[src/rtl/pse_seq_pkg.sv]
// Package: shared encodings for the port power sequencer.
// Assumes: the mode and state codes below are visible at the top-level ports.
package pse_seq_pkg;

    typedef enum logic [1:0] {
        MODE_OFF    = 2'b00,
        MODE_MANUAL = 2'b01,
        MODE_SEMI   = 2'b10,
        MODE_AUTO   = 2'b11
    } pse_mode_e;

    typedef enum logic [2:0] {
        ST_IDLE     = 3'd0,
        ST_DETECT   = 3'd1,
        ST_BACKOFF  = 3'd2,
        ST_DETECTED = 3'd3,
        ST_CLASSIFY = 3'd4,
        ST_READY    = 3'd5,
        ST_POWERED  = 3'd6
    } pse_state_e;

    localparam logic [1:0] DET_NONE    = 2'b00;
    localparam logic [1:0] DET_VALID   = 2'b01;
    localparam logic [1:0] DET_INVALID = 2'b10;
    localparam logic [1:0] DET_OPEN    = 2'b11;

    typedef struct packed {
        logic det_done;
        logic cls_done;
        logic fault_off;
        logic disc_off;
    } pse_events_t;

endpackage

[src/rtl/pse_cycle_timer.sv]
// Module: pse_cycle_timer
// Counts the cycles during which run_i is high and saturates at LIMIT.
// done_o is high in the LIMIT-th running cycle.
// Assumes LIMIT >= 1. Dropping run_i clears the count in the next cycle.
module pse_cycle_timer #(
    parameter int unsigned LIMIT = 16
) (
    input  logic clk,
    input  logic rst_n,
    input  logic run_i,
    output logic done_o
);
    localparam int unsigned W = (LIMIT < 2) ? 1 : $clog2(LIMIT + 1);
    localparam logic [W-1:0] LAST = W'(LIMIT - 1);
    localparam logic [W-1:0] TOP  = W'(LIMIT);

    logic [W-1:0] cnt_q;

    // Counter: clear when idle, advance while running, hold at TOP.
    always_ff @(posedge clk) begin
        if (!rst_n) begin
            cnt_q <= '0;
        end else if (!run_i) begin
            cnt_q <= '0;
        end else if (cnt_q != TOP) begin
            cnt_q <= cnt_q + 1'b1;
        end
    end

    // Terminal flag for the cycle in which the limit is reached.
    always_comb begin
        done_o = run_i && (cnt_q == LAST);
    end

    AST_TIMER_NO_WRAP: assert property (@(posedge clk) disable iff (!rst_n)
        (run_i && $past(run_i) && cnt_q == TOP) |-> $past(cnt_q) >= LAST)
        else $error("timer wrapped");

endmodule

[src/rtl/pse_class_latch.sv]
// Module: pse_class_latch
// Holds the last class code reported by classification.
// Assumes load_i and clear_i are never high together; clear wins if they are.
module pse_class_latch #(
    parameter int unsigned CLS_W = 3
) (
    input  logic             clk,
    input  logic             rst_n,
    input  logic             load_i,
    input  logic             clear_i,
    input  logic [CLS_W-1:0] code_i,
    output logic [CLS_W-1:0] class_o
);
    logic [CLS_W-1:0] class_q;

    // Class register: clear on a new detection, capture on classification.
    always_ff @(posedge clk) begin
        if (!rst_n) begin
            class_q <= '0;
        end else if (clear_i) begin
            class_q <= '0;
        end else if (load_i) begin
            class_q <= code_i;
        end
    end

    assign class_o = class_q;

    AST_CLASS_HOLDS: assert property (@(posedge clk) disable iff (!rst_n)
        (!load_i && !clear_i) |=> $stable(class_o))
        else $error("class changed without load");

endmodule

[src/rtl/pse_port_fsm.sv]
// Module: pse_port_fsm
// Sequencing state machine for one port.
// Registers the state and the event pulses, so an event appears in the
// same cycle as the state it leads to.
// Assumes: det_code_i counts only in detect, cls_done_i only in classify,
// fault_i and disc_i only while powered.
module pse_port_fsm
    import pse_seq_pkg::*;
(
    input  logic        clk,
    input  logic        rst_n,
    input  pse_mode_e   mode_i,
    input  logic [1:0]  det_code_i,
    input  logic        cls_done_i,
    input  logic        fault_i,
    input  logic        disc_i,
    input  logic        cmd_det_i,
    input  logic        cmd_cls_i,
    input  logic        cmd_on_i,
    input  logic        cmd_off_i,
    input  logic        cmd_force_i,
    input  logic        retry_done_i,
    output pse_state_e  state_o,
    output pse_events_t events_o,
    output logic        cls_load_o,
    output logic        cls_clear_o
);
    pse_state_e  st_q, st_d;
    pse_events_t ev_q, ev_d;
    logic        is_manual;

    assign is_manual = (mode_i == MODE_MANUAL);

    // Next-state and event decode. Mode off overrides everything.
    always_comb begin
        st_d       = st_q;
        ev_d       = '0;
        cls_load_o = 1'b0;
        if (mode_i == MODE_OFF) begin
            st_d = ST_IDLE;
        end else begin
            case (st_q)
                ST_IDLE: begin
                    if (cmd_force_i)                  st_d = ST_POWERED;
                    else if (!is_manual || cmd_det_i) st_d = ST_DETECT;
                end
                ST_DETECT: begin
                    if (cmd_force_i) begin
                        st_d = ST_POWERED;
                    end else begin
                        case (det_code_i)
                            DET_VALID: begin
                                ev_d.det_done = 1'b1;
                                st_d = is_manual ? ST_DETECTED : ST_CLASSIFY;
                            end
                            DET_INVALID, DET_OPEN: begin
                                st_d = is_manual ? ST_IDLE : ST_BACKOFF;
                            end
                            default: st_d = ST_DETECT;
                        endcase
                    end
                end
                ST_BACKOFF: begin
                    if (cmd_force_i)       st_d = ST_POWERED;
                    else if (retry_done_i) st_d = ST_DETECT;
                end
                ST_DETECTED: begin
                    if (cmd_force_i)                  st_d = ST_POWERED;
                    else if (cmd_cls_i || !is_manual) st_d = ST_CLASSIFY;
                end
                ST_CLASSIFY: begin
                    if (cmd_force_i) begin
                        st_d = ST_POWERED;
                    end else if (cls_done_i) begin
                        ev_d.cls_done = 1'b1;
                        cls_load_o    = 1'b1;
                        st_d = (mode_i == MODE_AUTO) ? ST_POWERED : ST_READY;
                    end
                end
                ST_READY: begin
                    if (cmd_force_i || cmd_on_i) st_d = ST_POWERED;
                end
                ST_POWERED: begin
                    if (fault_i) begin
                        ev_d.fault_off = 1'b1;
                        st_d = ST_IDLE;
                    end else if (disc_i) begin
                        ev_d.disc_off = 1'b1;
                        st_d = ST_IDLE;
                    end else if (cmd_off_i) begin
                        st_d = ST_IDLE;
                    end
                end
                default: st_d = ST_IDLE;
            endcase
        end
    end

    // Clear the class on any fresh entry into detect.
    always_comb begin
        cls_clear_o = (st_d == ST_DETECT) && (st_q != ST_DETECT);
    end

    // State and event registers.
    always_ff @(posedge clk) begin
        if (!rst_n) begin
            st_q <= ST_IDLE;
            ev_q <= '0;
        end else begin
            st_q <= st_d;
            ev_q <= ev_d;
        end
    end

    assign state_o  = st_q;
    assign events_o = ev_q;

    AST_OFF_FORCES_IDLE: assert property (@(posedge clk) disable iff (!rst_n)
        (mode_i == MODE_OFF) |=> (st_q == ST_IDLE))
        else $error("mode off did not idle the port");

    AST_POWER_NEEDS_GRANT: assert property (@(posedge clk) disable iff (!rst_n)
        (st_q == ST_POWERED && $past(st_q) != ST_POWERED) |->
            ($past(cmd_force_i) ||
             ($past(st_q) == ST_READY && $past(cmd_on_i)) ||
             ($past(st_q) == ST_CLASSIFY && $past(mode_i) == MODE_AUTO)))
        else $error("power applied without grant");

    AST_MANUAL_HOLDS_IDLE: assert property (@(posedge clk) disable iff (!rst_n)
        (st_q == ST_IDLE && mode_i == MODE_MANUAL && !cmd_det_i && !cmd_force_i)
            |=> (st_q == ST_IDLE))
        else $error("manual port left idle by itself");

    AST_READY_WAITS: assert property (@(posedge clk) disable iff (!rst_n)
        (st_q == ST_READY && mode_i != MODE_OFF && !cmd_on_i && !cmd_force_i)
            |=> (st_q == ST_READY))
        else $error("ready port moved without command");

    AST_OFF_EVENT_CAUSE: assert property (@(posedge clk) disable iff (!rst_n)
        (ev_q.fault_off || ev_q.disc_off) |->
            ($past(st_q) == ST_POWERED && st_q == ST_IDLE && !(ev_q.fault_off && ev_q.disc_off)))
        else $error("power-off event without power removal");

    AST_BACKOFF_ENTRY: assert property (@(posedge clk) disable iff (!rst_n)
        (st_q == ST_BACKOFF && $past(st_q) != ST_BACKOFF) |->
            ($past(st_q) == ST_DETECT && $past(mode_i) != MODE_MANUAL))
        else $error("backoff entered from wrong state");

endmodule

[src/rtl/pse_port_seq.sv]
// Module: pse_port_seq (top)
// Power sourcing sequencer for one port. It combines the state machine,
// a retry timer for backoff, a budget timer for the whole attempt and the
// class register.
// Assumes: all inputs are synchronous to clk; strobes are one cycle wide.
module pse_port_seq
    import pse_seq_pkg::*;
#(
    parameter int unsigned CLS_W      = 3,
    parameter int unsigned RETRY_CYC  = 1000,
    parameter int unsigned BUDGET_CYC = 950000
) (
    input  logic             clk,
    input  logic             rst_n,
    input  logic [1:0]       mode_i,
    input  logic [1:0]       det_code_i,
    input  logic             cls_done_i,
    input  logic [CLS_W-1:0] cls_code_i,
    input  logic             fault_i,
    input  logic             disc_i,
    input  logic             cmd_det_i,
    input  logic             cmd_cls_i,
    input  logic             cmd_on_i,
    input  logic             cmd_off_i,
    input  logic             cmd_force_i,
    output logic [2:0]       state_o,
    output logic             power_o,
    output logic [CLS_W-1:0] class_o,
    output logic             ev_det_o,
    output logic             ev_cls_o,
    output logic             ev_fault_off_o,
    output logic             ev_disc_off_o,
    output logic             budget_miss_o
);
    pse_state_e  st;
    pse_events_t ev;
    logic        retry_done;
    logic        budget_done;
    logic        budget_run;
    logic        cls_load;
    logic        cls_clear;
    logic        miss_q;

    pse_port_fsm u_fsm (
        .clk          (clk),
        .rst_n        (rst_n),
        .mode_i       (pse_mode_e'(mode_i)),
        .det_code_i   (det_code_i),
        .cls_done_i   (cls_done_i),
        .fault_i      (fault_i),
        .disc_i       (disc_i),
        .cmd_det_i    (cmd_det_i),
        .cmd_cls_i    (cmd_cls_i),
        .cmd_on_i     (cmd_on_i),
        .cmd_off_i    (cmd_off_i),
        .cmd_force_i  (cmd_force_i),
        .retry_done_i (retry_done),
        .state_o      (st),
        .events_o     (ev),
        .cls_load_o   (cls_load),
        .cls_clear_o  (cls_clear)
    );

    pse_cycle_timer #(.LIMIT(RETRY_CYC)) u_retry (
        .clk    (clk),
        .rst_n  (rst_n),
        .run_i  (st == ST_BACKOFF),
        .done_o (retry_done)
    );

    // Budget runs for as long as an attempt is in flight and unpowered.
    always_comb begin
        budget_run = (st != ST_IDLE) && (st != ST_POWERED);
    end

    pse_cycle_timer #(.LIMIT(BUDGET_CYC)) u_budget (
        .clk    (clk),
        .rst_n  (rst_n),
        .run_i  (budget_run),
        .done_o (budget_done)
    );

    pse_class_latch #(.CLS_W(CLS_W)) u_class (
        .clk     (clk),
        .rst_n   (rst_n),
        .load_i  (cls_load),
        .clear_i (cls_clear),
        .code_i  (cls_code_i),
        .class_o (class_o)
    );

    // Register the budget miss into a one-cycle pulse.
    always_ff @(posedge clk) begin
        if (!rst_n) miss_q <= 1'b0;
        else        miss_q <= budget_done;
    end

    assign state_o        = st;
    assign power_o        = (st == ST_POWERED);
    assign ev_det_o       = ev.det_done;
    assign ev_cls_o       = ev.cls_done;
    assign ev_fault_off_o = ev.fault_off;
    assign ev_disc_off_o  = ev.disc_off;
    assign budget_miss_o  = miss_q;

    AST_MISS_SINGLE: assert property (@(posedge clk) disable iff (!rst_n)
        budget_miss_o |=> !budget_miss_o)
        else $error("budget miss longer than one cycle");

    AST_MISS_UNPOWERED: assert property (@(posedge clk) disable iff (!rst_n)
        budget_miss_o |-> ($past(st) != ST_IDLE && $past(st) != ST_POWERED))
        else $error("budget miss while not in an attempt");

endmodule

[config.mk]
export PLATFORM = sky130hd
export DESIGN_NAME = pse_port_seq
export DESIGN_NICKNAME = d
export VERILOG_FILES = /design/src/rtl/pse_seq_pkg.sv /design/src/rtl/pse_cycle_timer.sv /design/src/rtl/pse_class_latch.sv /design/src/rtl/pse_port_fsm.sv /design/src/rtl/pse_port_seq.sv
export SDC_FILE = /design/constraint.sdc
export NUM_CORES = 1
export LEC_CHECK = 0
export CAP_MARGIN = 20
export CORE_ASPECT_RATIO = 0.75
export CORE_MARGIN = 2
export CORE_UTILIZATION = 25
export DETAILED_ROUTE_END_ITERATION = 10
export DONT_BUFFER_PORTS = 1
export HOLD_SLACK_MARGIN = 0.1
export MAX_ROUTING_LAYER = met4
export REMOVE_ABC_BUFFERS = 1
export SLEW_MARGIN = 20
export SYNTH_ARGS = -nofsm -noshare
export SYNTH_HDL_FRONTEND = slang
export SYNTH_SLANG_ARGS = --single-unit
[constraint.sdc]
create_clock -name clk -period 1.6 [get_ports clk]
set_clock_uncertainty 0.05 [all_clocks]
set_input_delay 0.16 -clock clk [delete_from_list [all_inputs] [get_ports clk]]
set_output_delay 0.16 -clock clk [all_outputs]
set_load 0.005 [all_outputs]
==> qor.csv <==
stage,metric,value,unit
global_route,grt_first_pass_wirelength,8.69,mm
critical_path,criticalPathCategory,reg2reg,
status,failed_checks,setup timing,
placed_design,gp_congestion,0.875,
pwr,vdd.ir_drop.worst,0.326,mV
placed_design,post-place-cells,388,
pwr,p_per_area,755,nW/µm²
placed_design,detailedPlace.worstSlack,-0.143,ns
pwr,comb_power_share,17.7,%
pwr,sequential_cell_fraction_of_total_power,45.4,%
critical_path,start_kind,flip-flop,
routing,wirelength,5.60,mm
critical_path,worst_ep_required_time,1.73,ns
layout,regArea,846,µm²
timing,finalWorstPathRequiredPeriod,1.72,ns
die,die_footprint,9050,µm²
logic_synthesis,ys_types,47,
layout,postLayoutCoreUtil,39.0,%
pwr,share_of_total_power_consumed_by_net_switching,24.7,%
die,die-height,82.9,µm
die,floorplan.rows,28,
global_route,antenna_violations_before_repair,0,
critical_path,worst_r2r_dst,u_budget.cnt_q[1],
placed_design,placement.io_buffers,0,
logic_synthesis,yosys_register_bits,41,
layout,layout_cells_sized_above_1,38.1,%
die,ioPinCount,29,
timing,setup-violations-final,10,
critical_path,maximum_fanout_count_along_the_critical_path,3,
critical_path,worst-r2r-setup-slack,-0.12,ns
routing,firstDrtPassIters,4,
layout,layout_nets,330,
timing,fin_tns_setup,-0.413,ns
critical_path,startpoint,u_budget.cnt_q[1],
timing,max_slew.worst_pin.slew,0.376,ns
pwr,power_switching,580,µW
layout,multi_input_comb_area,1420,µm²
logic_synthesis,synth_top_cell_area_share,39.6,%
clock_network,cts-root-buf,sky130_fd_sc_hd__clkbuf_8,
global_route,number_of_global_route_vias_before_repair,1901,
timing,final.period_utilization,107,%
routing,avgViaCountPerCell,4.68,
logic_synthesis,synthesis.yosys.warnings,0,
pwr,clockPowerShare,36.8,%
status,run_status,finished with violations,
die,initial_utilization,26.1,%
logic_synthesis,synthesis.area_per_instance,8.43,µm²
critical_path,worst_r2r_startpoint,u_budget.cnt_q[1],
critical_path,worst_setup_path_end_kind,flip-flop,
routing,avgRoutedWirePerCell,13.5,µm
placed_design,placement.cell_area,2510,µm²
die,total_core_area,7950,µm²
routing,drcViolationCount,0,
global_route,congestion_overflow_gr,0,
layout,postLayoutCellArea,3110,µm²
critical_path,ff2ff_path_depth,6,
layout,n_fill_cell,778,
layout,area_delta_synth_final,49.8,%
layout,antenna_cells,0,
placed_design,place_hpwl,3.75,mm
logic_synthesis,synth_async_sr_flop_share,0,%
clock_network,insertion_delay,0.29,ns
critical_path,arrival,1.85,ns
global_route,grt_max_degree,21,
clock_network,cts_tree,built,
logic_synthesis,synth_area_leaders,"sky130_fd_sc_hd__dfxtp_1 40%, sky130_fd_sc_hd__xor2_1 7.6%, sky130_fd_sc_hd__nor2_1 6.9%",
timing,fmax,0.583,GHz
logic_synthesis,synth_cells,246,
timing,setup_repair_after_global_routing_missed_its_margin,yes,
min_path,hold_class,in2reg,
timing,final-max-slew-violation-count,0,
clock_network,clock_tree.buffer_depth,2,
logic_synthesis,yosys.cell_count.top_type,sky130_fd_sc_hd__dfxtp_1,
routing,route.antenna.remaining_nets,0,
timing,timing.final.hold_violations,0,
layout,finish.cell_count_without_fillers,415,
timing,timing.max_slew.rel_slack,74.9,%
routing,num_vias,1944,
clock_network,cts.reportedPaths.clkPinSlew,0.08,ns
logic_synthesis,edff_count_synth,0,
logic_synthesis,yosysTopAreaCell,sky130_fd_sc_hd__dfxtp_1,
flow_run,max-cap-violations,0,
logic_synthesis,synth.cell_area,2070,µm²
clock_network,cts_made_buffers,5,
critical_path,worst_setup_path_endpoint,u_budget.cnt_q[1],
logic_synthesis,ys_flop_type,sky130_fd_sc_hd__dfxtp_1,
logic_synthesis,synth.cells.most_frequent,"41 x sky130_fd_sc_hd__dfxtp_1, 38 x sky130_fd_sc_hd__nor2_1, 18 x sky130_fd_sc_hd__xor2_1, 17 x sky130_fd_sc_hd__nand3_1",
clock_network,clock-sinks,41,
routing,drtIter0Drc,80,
clock_network,cts.htree.levels,2,
pwr,power.internal,1760,µW
pwr,leakage,0.00117,µW
die,die-width,109,µm
timing,final_critical_path_setup_slack,-0.115,ns
global_route,grt_use_total,12.4,%
logic_synthesis,seq_area_frac_synth,39.6,%
flip-flops by register name (all words and copies together) (netlist names):
| signal | cells |
|---|---|
| u_class.class_o | 3 |
| budget_miss_o | 1 |
| u_retry.cnt_q | 10 |
| u_budget.cnt_q | 20 |
| u_fsm.state_o | 3 |
| u_fsm.events_o | 4 |
worst max-delay path, stage by stage, from the launching register on:
cell	delay [ns]
sky130_fd_sc_hd__dfxtp_4	0.37
sky130_fd_sc_hd__inv_4	0.06
sky130_fd_sc_hd__ha_4	0.11
sky130_fd_sc_hd__or4b_4	0.46
sky130_fd_sc_hd__nor4_4	0.24
sky130_fd_sc_hd__mux2i_1	0.26
sky130_fd_sc_hd__nor2_1	0.05
power by group through the flow:
stage	Sequential (µW)	Combinational [µW]	Clock, µW
detailed placement	1080	235	0
global route	1070	453	922
global placement	1080	229	0
finish	1070	415	864
CTS	1060	277	885
floorplan	1090	133	0
final cells by class:
class	count	share of cell area [%]
Tap cell	105	4.23
Multi-Input combinational cell	184	45.6
Clock inverter	1	0.967
Sequential cell	41	27.2
Clock buffer	7	2.78
Timing Repair Buffer	65	17.6
Inverter	12	1.53
how the worst min path moves through the flow:
stage	start	to	slack (ns)	cells past startpoint
after floorplan	cmd_force_i	u_fsm.state_o[0]	0.18	1
after global placement	fault_i	u_fsm.events_o[0]	0.19	1
after detailed placement	cmd_force_i	u_fsm.state_o[0]	0.19	1
after CTS	det_code_i[0]	u_fsm.events_o[3]	0.15	2
after global routing	cmd_force_i	u_fsm.state_o[1]	0.15	3
final	cmd_force_i	u_fsm.state_o[1]	0.14	3
layer usage:
metal,track usage (%),part of all wire (%),up-vias
met5,-,0,-
met1,16.6,49,902
li1,-,-,983
met4,4.66,2.5,0
met2,17.6,44,44
met3,3.45,4.7,15
logic make-up after synthesis:
kind of cell / count (synthesis) / share of synthesized area [%]
multiplexers: 5 / 2.41
AO/OA/AOI/OAI: 32 / 10.1
XOR/XNOR: 26 / 11.0
buffers and inverters: 21 / 3.98
flip-flops: 41 / 39.6
AND/OR/NAND/NOR: 117 / 30.5
adder cells (fa/ha/maj): 4 / 2.41
stage by stage:
stage               power [µW]  hold WS (ns)
floorplan                 1220         0.182
global placement          1310         0.190
detailed placement        1320         0.190
CTS                       2230         0.146
global route              2440         0.151
finish                    2340         0.138
cell usage in the layout (no fill, tap or decap), types with 4 or more instances in the layout:
cell type and n:
sky130_fd_sc_hd__nor3_1 6, sky130_fd_sc_hd__xor2_1 18, sky130_fd_sc_hd__mux2i_1 5, sky130_fd_sc_hd__dlygate4sd3_1 9, sky130_fd_sc_hd__nand2_1 12, sky130_fd_sc_hd__nand3_1 15, sky130_fd_sc_hd__xnor2_1 8, sky130_fd_sc_hd__and3_1 4
sky130_fd_sc_hd__a21oi_1 6, sky130_fd_sc_hd__nor2_1 35, sky130_fd_sc_hd__dfxtp_4 4, sky130_fd_sc_hd__nand4_1 6, sky130_fd_sc_hd__dfxtp_2 8, sky130_fd_sc_hd__o21ai_0 6, sky130_fd_sc_hd__buf_4 51, sky130_fd_sc_hd__clkbuf_8 6
sky130_fd_sc_hd__dfxtp_1 29, sky130_fd_sc_hd__inv_1 9
timing repair:
action	4_1_cts	5_1_grt
endpoints found under the setup margin	13	21
hold endpoints to repair	9	0
cloned	0	1
pin swaps	5	19
resized for setup	19	53
buffers inserted	1	8
hold buffers	9	0
(Power assumes the default switching activity.)
